## src/rtl/gtc_pkg.sv

```systemverilog
package gtc_pkg;
    typedef enum logic [1:0] {
        MODE_PERIOD    = 2'd0,
        MODE_GATED     = 2'd1,
        MODE_TRIG_ONE  = 2'd2,
        MODE_TRIG_CONT = 2'd3
    } gtc_mode_e;

    typedef enum logic [2:0] {
        ST_IDLE    = 3'd0,
        ST_ARMED   = 3'd1,
        ST_MEASURE = 3'd2,
        ST_DELAY   = 3'd3,
        ST_WIDTH   = 3'd4,
        ST_DONE    = 3'd5
    } gtc_state_e;
endpackage

```

## src/rtl/gtc_edge_sync.sv

```systemverilog
module gtc_edge_sync #(
    parameter int STAGES = 2
) (
    input  logic clk,
    input  logic rst_n,
    input  logic pin,
    input  logic pol,
    output logic level,
    output logic edge_hit
);
    logic [STAGES-1:0] sync_q;
    logic              prev_q;

    generate
        if (STAGES == 1) begin : g_one
            always_ff @(posedge clk or negedge rst_n) begin
                if (!rst_n) sync_q <= '0;
                else        sync_q <= pin;
            end
        end else begin : g_many
            always_ff @(posedge clk or negedge rst_n) begin
                if (!rst_n) sync_q <= '0;
                else        sync_q <= {sync_q[STAGES-2:0], pin};
            end
        end
    endgenerate

    always_ff @(posedge clk or negedge rst_n) begin
        if (!rst_n) prev_q <= 1'b0;
        else        prev_q <= sync_q[STAGES-1];
    end

    // Edge direction is chosen from the raw history, so a polarity change alone never yields an edge.
    assign level    = sync_q[STAGES-1] ^ pol;
    assign edge_hit = pol ? (prev_q & ~sync_q[STAGES-1]) : (~prev_q & sync_q[STAGES-1]);
endmodule

```

## src/rtl/gtc_fsm.sv

```systemverilog
module gtc_fsm
    import gtc_pkg::*;
#(
    parameter int CNT_W = 16
) (
    input  logic             clk,
    input  logic             rst_n,
    input  logic             tick,
    input  logic             gate_lvl,
    input  logic             gate_edge,
    input  logic             count_up,
    input  logic             start,
    input  gtc_mode_e        mode,
    input  logic [CNT_W-1:0] init_val,
    input  logic [CNT_W-1:0] delay_val,
    input  logic [CNT_W-1:0] width_val,
    output logic             out_raw,
    output logic [CNT_W-1:0] count_q,
    output gtc_state_e       state
);
    localparam logic [CNT_W-1:0] ONE = CNT_W'(1);

    gtc_state_e       nxt;
    gtc_state_e       entry_st;
    logic [CNT_W-1:0] phase_q;
    logic [CNT_W-1:0] delay_eff;
    logic [CNT_W-1:0] width_eff;
    logic             gate_ok;
    logic             step;
    logic             ph_inc;
    logic             ph_clr;
    logic             out_set;
    logic             out_clr;

    assign delay_eff = (delay_val == '0) ? ONE : delay_val;
    assign width_eff = (width_val == '0) ? ONE : width_val;
    assign gate_ok   = (mode == MODE_GATED) ? gate_lvl : 1'b1;
    assign entry_st  = (mode == MODE_GATED) ? ST_DELAY : ST_ARMED;

    always_comb begin
        nxt     = state;
        step    = 1'b0;
        ph_inc  = 1'b0;
        ph_clr  = 1'b0;
        out_set = 1'b0;
        out_clr = 1'b0;
        unique case (state)
            ST_IDLE: ;
            ST_ARMED: begin
                if (gate_edge) nxt = (mode == MODE_PERIOD) ? ST_MEASURE : ST_DELAY;
            end
            ST_MEASURE: begin
                step = tick;
                if (gate_edge) begin
                    nxt     = ST_DONE;
                    out_set = 1'b1;
                end
            end
            ST_DELAY: begin
                if (tick && gate_ok) begin
                    step = 1'b1;
                    if (phase_q == delay_eff - ONE) begin
                        nxt     = ST_WIDTH;
                        ph_clr  = 1'b1;
                        out_set = 1'b1;
                    end else begin
                        ph_inc = 1'b1;
                    end
                end
            end
            ST_WIDTH: begin
                if (tick && gate_ok) begin
                    step = 1'b1;
                    if (phase_q == width_eff - ONE) begin
                        nxt     = (mode == MODE_TRIG_CONT) ? ST_DELAY : ST_DONE;
                        ph_clr  = 1'b1;
                        out_clr = 1'b1;
                    end else begin
                        ph_inc = 1'b1;
                    end
                end
            end
            ST_DONE: ;
            default: nxt = ST_IDLE;
        endcase
    end

    // State register
    always_ff @(posedge clk or negedge rst_n) begin
        if (!rst_n)     state <= ST_IDLE;
        else if (start) state <= entry_st;
        else            state <= nxt;
    end

    // Outputs: count, phase, output level
    always_ff @(posedge clk or negedge rst_n) begin
        if (!rst_n) begin
            count_q <= '0;
            phase_q <= '0;
            out_raw <= 1'b0;
        end else if (start) begin
            count_q <= init_val;
            phase_q <= '0;
            out_raw <= 1'b0;
        end else begin
            if (step)        count_q <= count_up ? count_q + ONE : count_q - ONE;
            if (ph_clr)      phase_q <= '0;
            else if (ph_inc) phase_q <= phase_q + ONE;
            if (out_set)      out_raw <= 1'b1;
            else if (out_clr) out_raw <= 1'b0;
        end
    end
endmodule

```

## src/rtl/gated_counter_timer.sv

```systemverilog
module gated_counter_timer
    import gtc_pkg::*;
#(
    parameter int CNT_W       = 16,
    parameter int SYNC_STAGES = 2
) (
    input  logic             clk,
    input  logic             rst_n,
    input  logic             src_in,
    input  logic             gate_in,
    input  logic             updown_in,
    input  logic             sw_start,
    input  logic [1:0]       mode_sel,
    input  logic             src_pol,
    input  logic             gate_pol,
    input  logic             out_pol,
    input  logic [CNT_W-1:0] init_count,
    input  logic [CNT_W-1:0] delay_len,
    input  logic [CNT_W-1:0] width_len,
    output logic             timer_out,
    output logic [CNT_W-1:0] count_value
);
    logic       src_lvl;
    logic       src_tick;
    logic       gate_lvl;
    logic       gate_edge;
    logic       out_raw;
    gtc_state_e fsm_state;

    gtc_edge_sync #(.STAGES(SYNC_STAGES)) u_src_sync (
        .clk(clk), .rst_n(rst_n), .pin(src_in), .pol(src_pol),
        .level(src_lvl), .edge_hit(src_tick)
    );

    gtc_edge_sync #(.STAGES(SYNC_STAGES)) u_gate_sync (
        .clk(clk), .rst_n(rst_n), .pin(gate_in), .pol(gate_pol),
        .level(gate_lvl), .edge_hit(gate_edge)
    );

    gtc_fsm #(.CNT_W(CNT_W)) u_fsm (
        .clk(clk), .rst_n(rst_n), .tick(src_tick), .gate_lvl(gate_lvl),
        .gate_edge(gate_edge), .count_up(updown_in), .start(sw_start),
        .mode(gtc_mode_e'(mode_sel)), .init_val(init_count),
        .delay_val(delay_len), .width_val(width_len),
        .out_raw(out_raw), .count_q(count_value), .state(fsm_state)
    );

    assign timer_out = out_raw ^ out_pol;

    logic unused_lvl;
    assign unused_lvl = src_lvl;
endmodule

```

## config.mk

```make
export PLATFORM = sky130hd
export DESIGN_NAME = gated_counter_timer
export DESIGN_NICKNAME = d
export VERILOG_FILES = /design/src/rtl/gtc_pkg.sv /design/src/rtl/gtc_edge_sync.sv /design/src/rtl/gtc_fsm.sv /design/src/rtl/gated_counter_timer.sv
export SDC_FILE = /design/constraint.sdc
export NUM_CORES = 1
export LEC_CHECK = 0
export ABC_AREA = 1
export BUFFER_PORTS_ARGS = -buffer_cell sky130_fd_sc_hd__buf_2
export CORE_AREA = 3 3 132 96
export DETAILED_ROUTE_END_ITERATION = 10
export DIE_AREA = 0 0 135 99
export PLACE_DENSITY_LB_ADDON = 0.1
export SLEW_MARGIN = 25
export SYNTH_ARGS = -nofsm -noshare
export SYNTH_HDL_FRONTEND = slang
export SYNTH_SLANG_ARGS = --single-unit
```

## constraint.sdc

```tcl
create_clock -name clk -period 2.7 [get_ports clk]
set_input_delay 0.405 -clock clk [delete_from_list [all_inputs] [get_ports clk]]
set_output_delay 0.405 -clock clk [all_outputs]
set_load 0.01 [all_outputs]
```

==> results of run 1 <==
-- cell type report --
type,count,area share
Tap cell,157,0.03234
Timing Repair Buffer,161,0.1706
Clock buffer,6,0.02287
Multi-Input combinational cell,555,0.5301
Inverter,99,0.06119
Clock inverter,2,0.009889
Sequential cell,42,0.1731
-- power by group through the flow --
stage | Clock, mW | Combinational [mW] | Sequential [mW]
3_3_place_gp | 0 | 1.74 | 0.927
3_5_place_dp | 0 | 1.76 | 0.938
6_report | 0.809 | 1.81 | 0.933
4_1_cts | 0.828 | 1.78 | 0.927
5_1_grt | 0.854 | 2.05 | 0.954
2_1_floorplan | 0 | 1.09 | 0.954
-- stage by stage --
| stage | instances | util | setup TNS, ns | cell area (µm²) | total power, mW |
|---|---|---|---|---|---|
| global route | 1022 | 0.5272 | -0.02328 | 6073 | 3.856 |
| finish | 1022 | 0.5272 | 0 | 6073 | 3.555 |
| global placement | 1011 | 0.4947 | -6.113 | 5699 | 2.669 |
| CTS | 1019 | 0.5136 | 0 | 5917 | 3.537 |
| detailed placement | 1011 | 0.4947 | -6.389 | 5699 | 2.701 |
| floorplan | 711 | - | 0 | 4563 | 2.042 |
-- critical path: stages --
cell and delay, ns:
buf_2 0.12, nor2_4 0.13, nand2_2 0.06, nor2_1 0.12
nand2_2 0.08, nand2_2 0.07, inv_1 0.06, ha_4 0.18
nand2_4 0.08, inv_2 0.05, nand2_1 0.06, xor2_1 0.17
xor2_1 0.27, nand3_1 0.17, nor2_4 0.19, nand3_2 0.10
a21oi_2 0.16, nand2_2 0.10, nand2_2 0.08, nand2_1 0.05
nand2_1 0.06
-- logic make-up after synthesis --
kind of cell | after synthesis | synth area share
AND/OR/NAND/NOR | 401 | 0.4157
buffers and inverters | 114 | 0.09707
AO/OA/AOI/OAI | 89 | 0.1094
XOR/XNOR | 47 | 0.09652
flip-flops | 42 | 0.2303
adder cells (fa/ha/maj) | 18 | 0.05100
-- layer usage --
| layer | wire [µm] | up-vias |
|---|---|---|
| li1 | - | 2605 |
| met1 | 7552 | 2315 |
| met2 | 5573 | 160 |
| met3 | 1092 | 10 |
| met4 | 99 | 0 |
| met5 | 0 | - |
-- cell usage in the layout (no fill, tap or decap), types with 3 or more instances in the layout --
cell type	instances
buf_4	86
xor2_1	27
nor3_1	5
nand3_2	9
nor2_1	82
xor2_2	3
nand3_1	43
nor2_2	4
nor3_2	5
nand2_1	177
ha_1	15
xnor2_1	16
nand4_1	29
nor4_1	3
inv_1	88
nor3b_2	4
buf_2	74
o21bai_1	7
inv_2	9
dfrtp_1	42
a21oi_1	29
nor2_4	16
nand2_2	12
clkbuf_16	5
o211ai_1	4
o21ai_0	37
-- worst paths after layout --
check	slack [ns]	endpoint
max reg2reg	0.28	u_fsm.count_q[12]
max	0.15	u_fsm.state[1]
min in group clk	0.22	u_gate_sync.sync_q[0]
min	0.11	u_fsm.count_q[7]
max in group asynchronous	2.18	u_fsm.phase_q[9]
min reg2reg	0.35	u_src_sync.sync_q[1]
-- flip-flops by register name, summed over array words and instances (netlist names) --
register	count
u_src_sync.sync_q	2
u_fsm.out_raw	1
u_gate_sync.prev_q	1
u_fsm.phase_q	16
u_gate_sync.sync_q	2
u_fsm.state	3
u_src_sync.prev_q	1
u_fsm.count_q	16
-- repair_timing --
action | 4_1_cts | 5_1_grt
setup buffers | 0 | 3
endpoints found under the setup margin | 17 | 20
gates resized for setup | 5 | 28
pin swaps | 3 | 24
-- cell usage after synthesis (2+ instances only) --
cell type  count  area, µm²
o21a_1         2      15.01
o21ai_0       37      185.2
clkbuf_1      11      41.29
buf_6          2      22.52
a21oi_2        2      17.52
a21boi_0       2      15.01
xor2_1        28      245.2
nor2_1        90      337.8
nor3b_2        4      50.05
nor3_1         6      30.03
nand2_2        7      43.79
nand4_2        3      37.54
nand3_1       45      225.2
nand2_1      182      683.2
nand3b_1       2      15.01
inv_1         88      330.3
xnor2_1       16      140.1
a211oi_1       2      15.01
xor2_2         2      32.53
inv_2          9      33.78
o21bai_1       7      52.55
clkinv_1       2      7.510
nand3_2        8      80.08
nor4_1         3      18.77
dfrtp_1       42       1051
nor2_2         5      31.28
o21ai_1        2      10.01
a21oi_1       29      145.1
nor3_2         4      40.04
o211ai_1       4      30.03
buf_1          2      7.510
or2_2          2      12.51
nor2_4         7      78.83
nand4_1       29      181.4
ha_1          17      212.7
==> results.py, run 1 <==
metrics = {
    "die": {
        "rows": 33,
        "core_mm2": 0.01152,
        "die_area_mm2": 0.01337,
        "die_h_um": 99,
        "die_x_um": 135,
        "start_util": 0.3961,
        "ios": 76,
    },
    "clock_network": {
        "htreeDepth": 2,
        "clock_path_buffers": 2,
        "cts_hold_buf": 0,
        "clk_latency_ns": 0.29,
        "cts_sinks": 42,
        "tritoncts": "yes",
        "cts_buffers": 5,
        "cts_root_buf": "clkbuf_16",
        "clk_pin_slew_worst_paths_ns": 0.06,
    },
    "placement": {
        "numPortBuffers": 75,
        "hpwl_um": 11720,
        "gp_congestion": 0.9279,
        "dp_slack_ns": -0.3841,
    },
    "finish": {
        "post_route_cells_drive_above_1_share": 0.2798,
        "area_delta_synth_final_pct": 33.10,
        "regArea_mm2": 0.001051,
        "n_fill_cell": 1147,
        "antenna-diode-count": 0,
        "multi_input_area_mm2": 0.003219,
        "nets": 941,
    },
    "synthesis": {
        "synth.distinct_cells": 43,
        "synth_top_flop_cell": "dfrtp_1",
        "seq_area_frac_synth": 0.2303,
        "synth_cells": 711,
        "synth_edf_count": 0,
        "async_reset_ff_frac": 1.000,
        "ys_warn_count": 0,
        "syn-num-nets": 788,
        "avgSynthCellArea_um2": 6.418,
        "netlist_area_mm2": 0.004563,
        "synth_seq_cells": 42,
    },
    "route": {
        "drc_errors": 0,
        "ant_nets": 0,
        "viasPerCell": 4.980,
        "drtIter0Drc": 407,
        "routed_wl_um": 14320,
        "routedWlPerCell_um": 14.01,
        "first_pass_iters": 4,
        "vias": 5090,
    },
    "timing": {
        "hold_ws_ns": 0.1053,
        "finClkSkew_ns": 0.004553,
        "tightest_slew_ns": 0.5820,
        "period_minus_slack_ns": 2.550,
        "slew_viol_final": 0,
        "slew_headroom": 0.6120,
        "hold_violations": 0,
        "max_freq_ghz": 0.3922,
        "setup_violations": 0,
        "post-route-period-util": 0.9444,
        "timing.final.ws_setup_ns": 0.1501,
    },
    "global_routing": {
        "use_met3": 0.03163,
        "busiest_layer": "met1",
        "antenna_found_initial": 0,
        "grt_overflow": 0,
        "grt_first_pass_wirelength_um": 23310,
        "grt_pass1_vias": 4710,
        "grtUsageTotal": 0.2146,
        "globalRouteMet1Util": 0.3484,
        "met2_usage": 0.3062,
        "grt_max_degree": 43,
    },
    "worst_setup_path": {
        "reg2reg_from": "u_fsm.count_q[0]",
        "reg2regPathDepth": 13,
        "crit_path_end_kind": "register",
        "cp.required_ns": 2.92,
        "startpoint_type": "primary input",
        "crit_fanout": 4,
        "worstSetupPathType": "in2reg",
        "crit_start": "delay_len[14]",
        "arrival_ns": 2.77,
    },
    "power_and_ir_drop": {
        "p_sw_frac": 0.4127,
        "p_seq_frac": 0.262,
        "vdd_drop_max_mv": 0.4187,
        "clkPwrFrac": 0.228,
        "p_sw_mw": 1.467,
        "p_leak_nw": 3.115,
        "power.internal_mw": 2.088,
        "comb_power_share": 0.510,
        "power.density_mw_per_mm2": 585.3,
    },
    "min_path": {
        "holdCritPathClass": "in2async",
    },
    "run": {
        "drv_cap": 0,
    },
    "run_status": {
        "outcome": "complete, no violations",
    },
}
(Power assumes the default switching activity.)
==> run 2, diff against run 1 <==
--- a/config.mk
+++ b/config.mk
@@ -5,11 +5,10 @@
 export SDC_FILE = /design/constraint.sdc
 export NUM_CORES = 1
 export LEC_CHECK = 0
-export ABC_AREA = 1
 export BUFFER_PORTS_ARGS = -buffer_cell sky130_fd_sc_hd__buf_2
-export CORE_AREA = 3 3 132 96
+export CORE_AREA = 3 3 126 91
 export DETAILED_ROUTE_END_ITERATION = 10
-export DIE_AREA = 0 0 135 99
+export DIE_AREA = 0 0 129 94
 export PLACE_DENSITY_LB_ADDON = 0.1
 export SLEW_MARGIN = 25
 export SYNTH_ARGS = -nofsm -noshare
==> run 2 against run 1 <==
Net effect: the run now ends with negative setup slack left; register-to-register slack got worse by 0.21 ns; fmax fell by 19%; total power fell by 14%; global-route usage fell by 0.27 points; clock-buffer cell count rose by 1; cell area fell by 1.2%; utilization rose by 5.5 points; critical path depth fell by 8; synthesized cell count fell by 31%; sequential cell count did not move; via count fell by 13%; largest cell class unchanged.
==> results.py, run 2 <==
metrics = {
    "run_status": {
        "outcome": "finished with violations",
        "violations": "negative setup slack",
    },
    "worst_setup_path": {
        "crit_top_cell": "buf_4",
        "crit_fanout": 13,
        "critPathMaxStageDelay_ns": 0.56,
        "crit_chain": "buf_8 > buf_4 > or4_4 > buf_6 > nor3_4 > nand2b_4 > o211ai_1 > a31oi_2 > buf_4 > nor4_4 > o22a_4 > or4_1 > a21boi_1",
        "crit_path_end_kind": "register",
        "startpoint_type": "primary input",
        "cp.buffers_inverters": 4,
        "reg2reg_from": "u_fsm.phase_q[5]",
        "path_delay_family": "simple AND/OR/NAND/NOR gates",
        "cp.required_ns": 2.91,
        "worstSetupPathType": "in2reg",
        "arrival_ns": 3.37,
        "reg2regPathDepth": 9,
        "path_depth": 13,
        "cp_slowest_cell": "or4_4",
        "crit_start": "delay_len[1]",
    },
    "power_and_ir_drop": {
        "power.density_mw_per_mm2": 508.7,
        "p_sw_mw": 1.147,
        "p_seq_frac": 0.270,
        "comb_power_share": 0.526,
        "p_leak_nw": 2.555,
        "power_mw": 3.054,
        "p_sw_frac": 0.3755,
        "vdd_drop_max_mv": 0.3532,
        "clkPwrFrac": 0.205,
        "power.internal_mw": 1.907,
    },
    "timing": {
        "slew_headroom": 0.3174,
        "hold_violations": 0,
        "post-route-period-util": 1.170,
        "timing.final.ws_setup_ns": -0.4581,
        "period_minus_slack_ns": 3.158,
        "setup_violations": 20,
        "max_freq_ghz": 0.3166,
        "finClkSkew_ns": 0.006061,
        "slew_viol_final": 0,
        "fin_tns_setup_ns": -7.895,
        "tightest_slew_ns": 1.022,
        "rsz0062_at_grt": "true",
    },
    "clock_network": {
        "cts_root_buf": "clkbuf_16",
        "cts_buffers": 5,
        "cts_sinks": 42,
        "htreeDepth": 2,
        "tritoncts": "yes",
        "cts_hold_buf": 0,
        "clk_pin_slew_worst_paths_ns": 0.06,
        "clk_latency_ns": 0.29,
        "clock_path_buffers": 2,
    },
    "run": {
        "drv_cap": 0,
    },
    "placement": {
        "gp_congestion": 0.8382,
        "place_area_mm2": 0.005433,
        "hpwl_um": 9633,
        "numPortBuffers": 75,
        "dp_slack_ns": -0.9822,
    },
    "die": {
        "die_h_um": 94,
        "core_mm2": 0.01032,
        "start_util": 0.3996,
        "die_x_um": 129,
        "die_area_mm2": 0.01213,
        "ios": 76,
        "rows": 31,
    },
    "route": {
        "viasPerCell": 5.587,
        "routedWlPerCell_um": 16.24,
        "first_pass_iters": 5,
        "ant_nets": 0,
        "routed_wl_um": 12930,
        "drtIter0Drc": 281,
        "vias": 4447,
        "drc_errors": 0,
    },
    "global_routing": {
        "antenna_found_initial": 0,
        "grt_pass1_vias": 4174,
        "grt_first_pass_wirelength_um": 20780,
        "grt_max_degree": 43,
        "grtUsageTotal": 0.2119,
        "grt_overflow": 0,
    },
    "finish": {
        "nets": 740,
        "final_cell_mix": "106 x buf_4, 62 x buf_2, 45 x nand2_1, 42 x nor2_1, 42 x dfrtp_1",
        "post_route_cells_drive_above_1_share": 0.3840,
        "antenna-diode-count": 0,
        "top_regs": "u_fsm.count_q x16, u_fsm.phase_q x16, u_fsm.state x3",
        "fin_area_mm2": 0.006003,
        "final_common_cell": "buf_4",
        "finish.utilization": 0.5819,
        "area_delta_synth_final_pct": 45.61,
    },
    "synthesis": {
        "synth.distinct_cells": 73,
        "netlist_area_mm2": 0.004123,
        "synth_cells": 494,
        "avgSynthCellArea_um2": 8.346,
        "syn-num-nets": 571,
        "synth_top_cell_by_area": "dfrtp_1",
        "ys_top_cells_by_area": "dfrtp_1 25%, xnor2_1 7.2%, ha_1 5.2%",
        "synth_top_flop_cell": "dfrtp_1",
        "ys_warn_count": 0,
        "synth_common_cells": "45 x nand2_1, 44 x nor2_1, 42 x dfrtp_1",
        "synth_seq_cells": 42,
        "synth_top_area_frac": 0.2549,
        "async_reset_ff_frac": 1.000,
        "synth_edf_count": 0,
        "seq_area_frac_synth": 0.2549,
        "synthMostInstantiatedCell": "nand2_1",
    },
    "min_path": {
        "holdCritPathClass": "in2async",
    },
}
[run 2: cell types whose count changed after synthesis, sizes merged, moves of 11 or more]
cell    delta
inv       -85
nand2    -145
xor2      -14
nor4      +15
xnor2     +18
nand2b    +11
mux2i     +11
nor2      -58
nand4b    +11
o21ai     -19
nand3     -41
nand4     -20
[run 2: what timing repair did]
| action | in CTS | in global routing |
|---|---|---|
| buffers inserted | 5 | 8 |
| endpoints found under the hold margin | 0 | 0 |
| resized for setup | 38 | 28 |
| endpoints found under the setup margin | 21 | 23 |
| gates cloned | 2 | 0 |
| pin swaps | 30 | 18 |
[run 2: worst reg2reg max path: stages, from the launching register on]
cell      delay, ns
dfrtp_1        0.52
xor2_1         0.24
nand4b_1       0.11
o21ai_0        0.09
a21oi_1        0.35
buf_4          0.21
nor4_4         0.05
o22a_4         0.30
or4_1          0.52
a21boi_1       0.16
[run 2: power by group through the flow]
stage / logic [mW] / clock network, mW / registers, mW
after floorplan: 0.863 / 0 / 0.854
final: 1.61 / 0.625 / 0.823
after CTS: 1.47 / 0.642 / 0.821
after global routing: 1.79 / 0.663 / 0.839
after detailed placement: 1.42 / 0 / 0.831
after global placement: 1.40 / 0 / 0.826
[run 2: final timing paths]
kind,endpoint,slack [ns]
setup / recovery,u_fsm.phase_q[8],-0.46
hold / removal,u_gate_sync.prev_q,0.11
setup reg to reg,u_fsm.phase_q[8],0.07
hold reg to reg,u_src_sync.sync_q[1],0.35
max in group asynchronous,u_fsm.count_q[7],2.17
min in group clk,u_gate_sync.sync_q[0],0.23
[run 2: area by class of cell]
class / count / area [µm²]
multi-input combinational: 417 / 3271
sequential: 42 / 1051
clock inverter: 1 / 5.005
clock buffer: 7 / 142.6
fill: 921 / 4314
inverter: 12 / 48.80
timing repair buffer: 185 / 1320
tap: 132 / 165.2
[run 2: logic make-up (layout without fill, tap and decap cells)]
family          Yosys count  count (layout)  synth area share
fa+ha+maj                18              18           0.05645
mux                      14              14           0.03490
compound gates          119             121            0.2091
simple gates            214             214            0.2995
flops                    42              42            0.2549
buf+inv                  37             205           0.03884
xor+xnor                 50              50            0.1062
[run 2: per-layer routing]
metal | vias up | part of all wire | track usage
li1 | 2204 | - | -
met1 | 2121 | 0.51 | 0.3368
met4 | 0 | 0.0031 | 0.02098
met5 | - | 0 | 0
met3 | 6 | 0.057 | 0.03068
met2 | 116 | 0.43 | 0.3103
[run 2: through the flow]
stage                     instances  hold WS, ns
after floorplan                 494       0.1094
after global placement          774       0.3323
after detailed placement        774       0.3364
after CTS                       788       0.2238
after global routing            796       0.1548
final                           796       0.1138
==> run 3, diff against run 2 <==
--- a/config.mk
+++ b/config.mk
@@ -5,10 +5,10 @@
 export SDC_FILE = /design/constraint.sdc
 export NUM_CORES = 1
 export LEC_CHECK = 0
-export BUFFER_PORTS_ARGS = -buffer_cell sky130_fd_sc_hd__buf_2
-export CORE_AREA = 3 3 126 91
+export BUFFER_PORTS_ARGS = -buffer_cell sky130_fd_sc_hd__buf_4
+export CORE_AREA = 3 3 112 103
 export DETAILED_ROUTE_END_ITERATION = 10
-export DIE_AREA = 0 0 129 94
+export DIE_AREA = 0 0 115 106
 export PLACE_DENSITY_LB_ADDON = 0.1
 export SLEW_MARGIN = 25
 export SYNTH_ARGS = -nofsm -noshare
==> run 3 against run 2 <==
Net effect: the run still ends with negative setup slack left; global-route usage is 0.57 points lower; die area is 0.53% higher; sequential share of layout area is 0.88 points lower; clock-buffer cell count stayed put; routed wire length is 0.46% higher.
==> results.py, run 3 (synthesis results as in run 2) <==
metrics = {
    "worst_setup_path": {
        "crit_chain": "buf_4 > nor4_4 > and3_4 > a31oi_2 > ha_2 > nor3b_4 > buf_4 > xnor2_2 > mux2i_2 > o21ai_2 > nand4_1 > nor4_4 > buf_4 > o22ai_4 > and4_4 > mux2i_1",
        "reg2regPathDepth": 11,
        "path_depth": 16,
        "crit_top_cell": "buf_4",
        "cp_slowest_cell": "nor4_4",
        "reg2reg_from": "u_fsm.count_q[1]",
        "arrival_ns": 3.24,
        "startpoint_type": "primary input",
        "crit_start": "width_len[3]",
        "cp.required_ns": 2.88,
        "crit_path_end_kind": "register",
        "worstSetupPathType": "in2reg",
        "cp.buffers_inverters": 3,
        "crit_fanout": 7,
        "critPathMaxStageDelay_ns": 0.38,
        "path_delay_family": "simple AND/OR/NAND/NOR gates",
    },
    "global_routing": {
        "grtUsageTotal": 0.2062,
        "grt_pass1_vias": 4234,
        "grt_overflow": 0,
        "antenna_found_initial": 0,
        "grt_max_degree": 43,
        "grt_first_pass_wirelength_um": 20640,
    },
    "power_and_ir_drop": {
        "power.density_mw_per_mm2": 489.5,
        "vdd_drop_max_mv": 0.3281,
        "p_leak_nw": 2.634,
    },
    "finish": {
        "area_delta_synth_final_pct": 53.32,
        "nets": 737,
        "n_fill_cell": 912,
        "regArea_mm2": 0.001051,
        "antenna-diode-count": 0,
        "final_cell_mix": "155 x buf_4, 45 x nand2_1, 42 x dfrtp_1, 41 x nor2_1, 33 x xnor2_1",
        "final_common_cell": "buf_4",
        "multi_input_area_mm2": 0.003423,
        "finish.utilization": 0.6116,
        "top_regs": "u_fsm.count_q x16, u_fsm.phase_q x16, u_fsm.state x3",
        "post_route_cells_drive_above_1_share": 0.4024,
    },
    "route": {
        "drc_errors": 0,
        "viasPerCell": 5.590,
        "vias": 4416,
        "ant_nets": 0,
        "routedWlPerCell_um": 16.44,
        "first_pass_iters": 4,
        "drtIter0Drc": 260,
        "routed_wl_um": 12990,
    },
    "clock_network": {
        "tritoncts": "yes",
        "htreeDepth": 2,
        "clock_path_buffers": 2,
        "cts_buffers": 5,
        "clk_latency_ns": 0.29,
        "clk_pin_slew_worst_paths_ns": 0.06,
        "cts_sinks": 42,
        "cts_root_buf": "clkbuf_16",
    },
    "timing": {
        "fin_tns_setup_ns": -5.941,
        "slew_headroom": 0.5191,
        "tightest_slew_ns": 0.7206,
        "setup_violations": 20,
        "slew_viol_final": 0,
        "period_minus_slack_ns": 3.061,
        "hold_violations": 0,
        "finClkSkew_ns": 0.009598,
        "post-route-period-util": 1.134,
        "max_freq_ghz": 0.3267,
        "timing.final.ws_setup_ns": -0.3613,
        "rsz0062_at_grt": "true",
    },
    "placement": {
        "hpwl_um": 9387,
        "gp_congestion": 0.9811,
        "numPortBuffers": 75,
        "dp_slack_ns": -0.9632,
    },
    "die": {
        "die_x_um": 115,
        "rows": 35,
        "die_area_mm2": 0.01219,
        "start_util": 0.3989,
        "core_mm2": 0.01033,
        "die_h_um": 106,
        "ios": 76,
    },
    "run_status": {
        "violations": "negative setup slack",
        "outcome": "finished with violations",
    },
    "min_path": {
        "holdCritPathClass": "in2async",
    },
    "run": {
        "drv_cap": 0,
    },
}
## run 3: cell count changes in the layout (fill, tap and decap cells not counted), sizes merged
cell    previous run  this run
a211oi             8         9
clkinv             1         0
o22a               2         3
bufinv             0         1
buf              185       180
## run 3: what timing repair did
action,4_1_cts,5_1_grt
setup endpoints to repair,20,23
pin swaps,21,44
hold buffers,0,0
gates resized for setup,13,69
gates cloned,3,1
setup buffers,5,10
## run 3: per-stage QoR
step	hold WS, ns	instances	cell area [µm²]	power, mW
2_1_floorplan	0.1094	494	4305	1.716
3_3_place_gp	0.3378	764	5589	2.275
3_5_place_dp	0.3397	764	5589	2.308
4_1_cts	0.1478	779	5894	3.026
5_1_grt	0.1697	790	6321	3.318
6_report	0.1112	790	6321	3.094
## run 3: layout make-up
| cell class | instances | area share |
|---|---|---|
| Clock buffer | 7 | 0.02098 |
| Inverter | 12 | 0.007720 |
| Sequential cell | 42 | 0.1663 |
| Multi-Input combinational cell | 419 | 0.5416 |
| Clock inverter | 1 | 0.004751 |
| Timing Repair Buffer | 180 | 0.2332 |
| Tap cell | 129 | 0.02553 |
## run 3: final timing paths
| check | slack [ns] | to |
|---|---|---|
| max in group asynchronous | 2.19 | u_fsm.phase_q[14] |
| hold / removal | 0.11 | u_gate_sync.prev_q |
| hold reg to reg | 0.35 | u_src_sync.sync_q[1] |
| setup / recovery | -0.36 | u_fsm.phase_q[11] |
| setup reg to reg | 0.09 | u_fsm.count_q[15] |
| min in group clk | 0.22 | u_src_sync.sync_q[0] |
## run 3: metal layers
metal	global-route usage	up-vias	routed length [µm]
li1	-	2193	-
met1	0.2998	2122	6347
met2	0.3289	93	6019
met3	0.03017	8	557
met4	0.03185	0	65
met5	0	-	0
## run 3: power by group
part	switching, mW	internal [mW]
Clock	0.256	0.438
Combinational	0.750	0.829
Sequential	0.0995	0.721
